`src/rtl/cap_pkg.sv`:
```
`timescale 1ns/1ps
package cap_pkg;
  typedef enum logic [1:0] {
    EDGE_OFF  = 2'b00,
    EDGE_RISE = 2'b01,
    EDGE_FALL = 2'b10,
    EDGE_BOTH = 2'b11
  } edge_sel_e;

  typedef enum logic [1:0] {
    FILL_EMPTY = 2'b00,
    FILL_ONE   = 2'b01,
    FILL_TWO   = 2'b10,
    FILL_OVER  = 2'b11
  } fill_code_e;

  localparam int ADDR_CTRL = 0;
  localparam int ADDR_STAT = 1;
  localparam int ADDR_FLAG = 2;
  localparam int ADDR_FIFO = 4;
  localparam int MASK_LSB  = 8;
  localparam int MIRR_LSB  = 8;
endpackage

```
`src/rtl/cap_rst_sync.sv`:
```
`timescale 1ns/1ps
module cap_rst_sync (
  input  logic clk,
  input  logic rst_n,
  output logic rst_sync_n
);
  logic meta_q;
  logic hold_q;

  always_ff @(posedge clk or negedge rst_n) begin
    if (!rst_n) begin
      meta_q <= 1'b0;
      hold_q <= 1'b0;
    end else begin
      meta_q <= 1'b1;
      hold_q <= meta_q;
    end
  end

  assign rst_sync_n = hold_q;
endmodule

```
`src/rtl/cap_in_qual.sv`:
```
`timescale 1ns/1ps
module cap_in_qual
  import cap_pkg::*;
(
  input  logic       clk,
  input  logic       rst_n,
  input  logic       pin,
  input  logic [1:0] edge_sel,
  output logic       cap_evt
);
  logic sync1_q, sync2_q, hold0_q, hold1_q, lvl_q;
  logic lvl_d;
  logic settled;
  logic rise, fall;

  always_comb begin
    settled = (hold0_q == hold1_q) && (hold1_q != lvl_q);
    rise    = settled && hold1_q;
    fall    = settled && !hold1_q;
    lvl_d   = settled ? hold1_q : lvl_q;
    cap_evt = (rise && edge_sel[0]) || (fall && edge_sel[1]);
  end

  always_ff @(posedge clk or negedge rst_n) begin
    if (!rst_n) begin
      sync1_q <= 1'b0;
      sync2_q <= 1'b0;
      hold0_q <= 1'b0;
      hold1_q <= 1'b0;
      lvl_q   <= 1'b0;
    end else begin
      sync1_q <= pin;
      sync2_q <= sync1_q;
      hold0_q <= sync2_q;
      hold1_q <= hold0_q;
      lvl_q   <= lvl_d;
    end
  end
endmodule

```
`src/rtl/cap_fifo2.sv`:
```
`timescale 1ns/1ps
module cap_fifo2
  import cap_pkg::*;
#(
  parameter int CNT_W = 16
) (
  input  logic             clk,
  input  logic             rst_n,
  input  logic             cap_evt,
  input  logic [CNT_W-1:0] ts_in,
  input  logic             pop,
  input  logic             st_wr,
  input  logic [1:0]       st_wdata,
  output logic [CNT_W-1:0] head,
  output logic [1:0]       status
);
  logic [CNT_W-1:0] ent0_q, ent1_q, ent0_d, ent1_d;
  logic             ent_en;
  logic [1:0]       st_q, st_d;
  logic [1:0]       fill;
  logic             do_pop;

  always_comb begin
    case (st_q)
      FILL_EMPTY: fill = 2'd0;
      FILL_ONE:   fill = 2'd1;
      default:    fill = 2'd2;
    endcase
    do_pop = pop && (fill != 2'd0);
    ent0_d = ent0_q;
    ent1_d = ent1_q;
    st_d   = st_q;
    if (st_wr) begin
      st_d = st_wdata;
    end else begin
      case ({cap_evt, do_pop})
        2'b10: begin
          case (fill)
            2'd0: begin ent0_d = ts_in; st_d = FILL_ONE; end
            2'd1: begin ent1_d = ts_in; st_d = FILL_TWO; end
            default: begin ent0_d = ent1_q; ent1_d = ts_in; st_d = FILL_OVER; end
          endcase
        end
        2'b01: begin
          ent0_d = ent1_q;
          st_d   = (fill == 2'd1) ? FILL_EMPTY : FILL_ONE;
        end
        2'b11: begin
          if (fill == 2'd1) begin
            ent0_d = ts_in;
          end else begin
            ent0_d = ent1_q;
            ent1_d = ts_in;
          end
        end
        default: ;
      endcase
    end
    ent_en = !st_wr && (cap_evt || do_pop);
  end

  always_ff @(posedge clk) begin
    if (ent_en) begin
      ent0_q <= ent0_d;
      ent1_q <= ent1_d;
    end
  end

  always_ff @(posedge clk or negedge rst_n) begin
    if (!rst_n) st_q <= FILL_EMPTY;
    else        st_q <= st_d;
  end

  assign head   = ent0_q;
  assign status = st_q;
endmodule

```
`src/rtl/cap_stamp_unit.sv`:
```
`timescale 1ns/1ps
module cap_stamp_unit
  import cap_pkg::*;
#(
  parameter int NUM_CH = 3,
  parameter int CNT_W  = 16,
  parameter int ADDR_W = 3
) (
  input  logic              clk,
  input  logic              rst_n,
  input  logic [NUM_CH-1:0] cap_pin,
  input  logic [CNT_W-1:0]  tb_count,
  input  logic [ADDR_W-1:0] reg_addr,
  input  logic              reg_wr,
  input  logic              reg_rd,
  input  logic [CNT_W-1:0]  reg_wdata,
  output logic [CNT_W-1:0]  reg_rdata,
  output logic [NUM_CH-1:0] irq
);
  localparam int SEL_W = 2 * NUM_CH;

  logic                rst_sync_n;
  logic [SEL_W-1:0]    sel_q, sel_d;
  logic [NUM_CH-1:0]   mask_q, mask_d;
  logic [NUM_CH-1:0]   flag_q, flag_d;
  logic [NUM_CH-1:0]   cap_evt;
  logic [NUM_CH-1:0]   pop_vec;
  logic [SEL_W-1:0]    st_flat;
  logic                st_wr;
  logic                ctrl_wr;
  logic                flag_wr;
  logic [CNT_W-1:0]    head [NUM_CH];
  logic                unused_bits;

  cap_rst_sync u_rst (
    .clk        (clk),
    .rst_n      (rst_n),
    .rst_sync_n (rst_sync_n)
  );

  assign ctrl_wr     = reg_wr && (reg_addr == ADDR_W'(ADDR_CTRL));
  assign st_wr       = reg_wr && (reg_addr == ADDR_W'(ADDR_STAT));
  assign flag_wr     = reg_wr && (reg_addr == ADDR_W'(ADDR_FLAG));
  assign unused_bits = ^reg_wdata;

  generate
    for (genvar c = 0; c < NUM_CH; c++) begin : g_ch
      assign pop_vec[c] = reg_rd && (reg_addr == ADDR_W'(ADDR_FIFO + c));

      cap_in_qual u_qual (
        .clk      (clk),
        .rst_n    (rst_sync_n),
        .pin      (cap_pin[c]),
        .edge_sel (sel_q[2*c +: 2]),
        .cap_evt  (cap_evt[c])
      );

      cap_fifo2 #(.CNT_W(CNT_W)) u_fifo (
        .clk      (clk),
        .rst_n    (rst_sync_n),
        .cap_evt  (cap_evt[c]),
        .ts_in    (tb_count),
        .pop      (pop_vec[c]),
        .st_wr    (st_wr),
        .st_wdata (reg_wdata[2*c +: 2]),
        .head     (head[c]),
        .status   (st_flat[2*c +: 2])
      );
    end
  endgenerate

  always_comb begin
    sel_d  = ctrl_wr ? reg_wdata[SEL_W-1:0] : sel_q;
    mask_d = ctrl_wr ? reg_wdata[MASK_LSB +: NUM_CH] : mask_q;
    flag_d = (flag_q & ~(flag_wr ? reg_wdata[NUM_CH-1:0] : '0)) | cap_evt;
  end

  always_ff @(posedge clk or negedge rst_sync_n) begin
    if (!rst_sync_n) begin
      sel_q  <= '0;
      mask_q <= '0;
      flag_q <= '0;
    end else begin
      sel_q  <= sel_d;
      mask_q <= mask_d;
      flag_q <= flag_d;
    end
  end

  assign irq = flag_q & mask_q;

  always_comb begin
    reg_rdata = '0;
    if (reg_addr == ADDR_W'(ADDR_CTRL)) begin
      reg_rdata[SEL_W-1:0]          = sel_q;
      reg_rdata[MASK_LSB +: NUM_CH] = mask_q;
    end else if (reg_addr == ADDR_W'(ADDR_STAT)) begin
      reg_rdata[SEL_W-1:0]          = st_flat;
      reg_rdata[MIRR_LSB +: NUM_CH] = flag_q;
    end else if (reg_addr == ADDR_W'(ADDR_FLAG)) begin
      reg_rdata[NUM_CH-1:0] = flag_q;
    end
    for (int c = 0; c < NUM_CH; c++) begin
      if (reg_addr == ADDR_W'(ADDR_FIFO + c)) reg_rdata = head[c];
    end
  end
endmodule

```
`config.mk`:
```
export PLATFORM = sky130hd
export DESIGN_NAME = cap_stamp_unit
export DESIGN_NICKNAME = d
export VERILOG_FILES = /design/src/rtl/cap_pkg.sv /design/src/rtl/cap_rst_sync.sv /design/src/rtl/cap_in_qual.sv /design/src/rtl/cap_fifo2.sv /design/src/rtl/cap_stamp_unit.sv
export SDC_FILE = /design/constraint.sdc
export NUM_CORES = 1
export LEC_CHECK = 0
export CAP_MARGIN = 10
export CORE_ASPECT_RATIO = 1.75
export CORE_MARGIN = 3
export CORE_UTILIZATION = 55
export DETAILED_ROUTE_END_ITERATION = 8
export PLACE_DENSITY_LB_ADDON = 0.25
export SLEW_MARGIN = 20
export SYNTH_ARGS = -nofsm -noshare
export SYNTH_HDL_FRONTEND = slang
export SYNTH_SLANG_ARGS = --single-unit
```
`constraint.sdc`:
```
create_clock -name clk -period 2.9 [get_ports clk]
set_input_delay 0.725 -clock clk [delete_from_list [all_inputs] [get_ports clk]]
set_output_delay 0.725 -clock clk [all_outputs]
set_load 0.005 [all_outputs]
```
==> impl_metrics.json <==
{
  "status": "finished, final reports clean",
  "wl_per_cell_um": 20.5,
  "syn_nets": 454,
  "layoutNonFillerInstCount": 648,
  "cp.arrival_ns": 2.12,
  "place_inst": 605,
  "cts.sinks": 131,
  "ys_types": 50,
  "globalplace.congestion": 0.816,
  "syn_area_um2": 5760,
  "worstPathRequired_ns": 2.17,
  "drtIter0Drc": 156,
  "crit_type": "input port to primary output",
  "slew_viol_final": 0,
  "grt_first_pass_wirelength_mm": 21.7,
  "drv_cap": 0,
  "cts_buffer_depth": 2,
  "cp_top_family": "buffers and inverters",
  "crit_fanout": 7,
  "die_width_um": 83.3,
  "start_util_pct": 57.4,
  "num-fill-cells": 612,
  "grt_overflow_total": 0,
  "cp_slowest_cell": "a311o_1",
  "synth_flop_cell": "edfxtp_1",
  "antenna_found_initial": 0,
  "cts_htree_levels": 4,
  "portBuffers": 53,
  "vias": 3720,
  "diodes": 0,
  "syn_inst": 408,
  "worst_setup_path_end_kind": "primary output",
  "cp-start-kind": "input port",
  "numCtsBuffers": 17,
  "path_cells": "clkdlybuf4s15_1 -> buf_12 -> buf_4 -> nand2b_1 -> o22ai_1 -> a311o_1 -> o21ai_0 -> dlygate4sd2_1",
  "async_flop_share_pct": 26.7,
  "p_clk_share_pct": 36.0,
  "postRouteAntennaNets": 0,
  "timing_hold_violations_final": 0,
  "fin_crit_sh_pct": 98.0,
  "vias_per_cell": 5.74,
  "intPower_uw": 4180,
  "dieArea_um2": 11800,
  "io_pins": 61,
  "cts_tree": "built",
  "finalSetupViolations": 0,
  "syn_to_final_growth_pct": 31.2,
  "hpwl_mm": 8.45,
  "fin_hold_ws_ns": 0.278,
  "gr-usage-all-layers_pct": 24.6,
  "core_um2": 10000,
  "p_sw_share_pct": 28.2,
  "fin_skew_ns": 0.0101,
  "first_global_vias": 4075,
  "switchingPower_uw": 1640,
  "drive_gt1_share_pct": 28.7,
  "register_area_um2": 3760,
  "synth-seq-cells": 131,
  "p_comb_share_pct": 21.6,
  "leakagePower_uw": 0.00289,
  "p_seq_share_pct": 42.4,
  "hp-class": "flop to asynchronous set/reset pin",
  "rows": 48,
  "multi_input_area_um2": 1910,
  "cts_root_buf": "clkbuf_16",
  "yosysWarnings": 0,
  "first_pass_iters": 5,
  "die_h_um": 141,
  "fmax_ghz": 0.352,
  "wl_mm": 13.3,
  "cp_num_buf_inv": 4,
  "pwr_density_cell_nw_per_um2": 771,
  "ys_seq_area_share_pct": 65.3,
  "cts.clk_slew.worst_paths_ns": 0.06,
  "synth_edf_count": 96,
  "period_minus_slack_ns": 2.84,
  "syn_avg_cell_area_um2": 14.1,
  "max_stage_delay_ns": 0.32,
  "ir_worst_vdd_uv": 718,
  "nets": 556,
  "ctsHoldBuffers": 0,
  "worstSkewPairLatency_ns": 0.42,
  "drc": 0,
  "rsz0062_at_grt": "no",
  "grt_max_degree": 34
}
==> sequential cells by signal, summed over array words and instances (netlist names) <==
name / cells
g_ch.u_qual.sync2_q: 3
g_ch.u_qual.hold1_q: 3
g_ch.u_fifo.head: 48
flag_q: 3
g_ch.u_fifo.status: 6
g_ch.u_qual.lvl_q: 3
u_rst.rst_sync_n: 1
mask_q: 3
g_ch.u_qual.sync1_q: 3
u_rst.meta_q: 1
g_ch.u_fifo.ent1_q: 48
g_ch.u_qual.hold0_q: 3
sel_q: 6
==> cell usage after synthesis (all sizes together), types with 3 or more instances <==
library cell / instances / area (µm²)
a211oi: 4 / 42.5
mux2i: 11 / 110
dfrtp: 35 / 876
buf: 10 / 60.1
inv: 13 / 48.8
a311o: 4 / 40.0
nor2b: 6 / 37.5
o22a: 5 / 43.8
nand4b: 3 / 26.3
nor2: 17 / 63.8
o21ai: 24 / 120
o21a: 3 / 22.5
maj3: 3 / 30.0
a21oi: 17 / 111
o22ai: 7 / 43.8
a21o: 4 / 30.0
nand2: 29 / 109
a22o: 16 / 140
and2: 10 / 62.6
edfxtp: 96 / 2880
ha: 4 / 50.1
mux2: 47 / 529
clkbuf: 9 / 33.8
nand3: 5 / 25.0
nand2b: 7 / 53.8
==> cells by family after synthesis <==
logic type	after synthesis	share of synthesized area, %
other	1	0.0651
adder cells (fa/ha/maj)	7	1.39
buffers and inverters	32	2.48
XOR/XNOR	1	0.152
AND/OR/NAND/NOR	85	7.61
multiplexers	58	11.1
flip-flops	131	65.3
AO/OA/AOI/OAI	93	11.9
==> per-layer routing <==
| layer | wire (µm) | track usage, % | vias to the layer above |
|---|---|---|---|
| li1 | - | - | 1752 |
| met1 | 4870 | 27.3 | 1824 |
| met2 | 7420 | 43.5 | 111 |
| met3 | 553 | 6.22 | 33 |
| met4 | 449 | 12.1 | 0 |
| met5 | 0 | 0 | - |
==> cells in the final DEF (no fill, tap or decap), types with 14 or more instances in the layout <==
cell,Yosys,routed
clkdlybuf4s50_1,0,34
clkbuf_16,0,17
edfxtp_1,96,96
o21ai_0,24,23
nor2_1,17,17
buf_4,0,31
dfrtp_1,35,35
nand2_1,29,29
mux2_2,45,45
a22o_1,16,16
buf_12,0,15
a21oi_1,14,14
==> metrics by stage <==
stage / total power [µW] / util (%) / setup WS [ns] / instance area (µm²) / TNS, ns
after floorplan: 3200 / - / 0.157 / 5790 / 0
after global placement: 3690 / 68.0 / -0.488 / 6820 / -28.81
after global routing: 6080 / 75.3 / 0.00405 / 7550 / 0
after detailed placement: 3740 / 68.0 / -0.476 / 6820 / -29.08
final: 5820 / 75.3 / 0.0590 / 7550 / 0
after CTS: 5870 / 75.2 / -0.0507 / 7540 / -0.0507
==> layout make-up <==
class / instances / area share (%)
clock inverter: 15 / 2.14
sequential: 131 / 49.8
timing repair buffer: 102 / 14.4
inverter: 13 / 0.646
tap: 125 / 2.07
multi-input combinational: 245 / 25.3
clock buffer: 17 / 5.63
==> repair_timing <==
| action | in CTS | in global routing |
|---|---|---|
| pin swaps | 4 | 3 |
| endpoints found under the setup margin | 32 | 24 |
| endpoints found under the hold margin | 0 | 0 |
| resized for setup | 41 | 8 |
| setup buffers | 8 | 2 |
| gates cloned | 1 | 0 |
==> power groups by stage <==
stage | registers, µW | logic [µW] | clock network (µW)
floorplan | 2440 | 762 | 0
global placement | 2490 | 1200 | 0
detailed placement | 2500 | 1250 | 0
CTS | 2470 | 1280 | 2130
global route | 2490 | 1370 | 2220
finish | 2470 | 1260 | 2100
==> final timing paths <==
| kind | slack, ns | start | to | depth (start not counted) |
|---|---|---|---|---|
| max in group asynchronous | 2.31 | rst_n | u_rst.rst_sync_n | 1 |
| hold / removal | 0.28 | u_rst.rst_sync_n | g_ch[2].u_qual.hold0_q | 1 |
| min in group clk | 0.35 | g_ch[2].u_qual.sync1_q | g_ch[2].u_qual.sync2_q | 0 |
| setup / recovery | 0.06 | reg_addr[0] | reg_rdata[8] | 8 |
| hold reg to reg | 0.28 | u_rst.rst_sync_n | g_ch[2].u_qual.hold0_q | 1 |
| setup reg to reg | 0.48 | g_ch[0].u_qual.hold0_q | g_ch[0].u_fifo.head[3] | 8 |
Note: power is estimated with default switching activity, not from simulation.
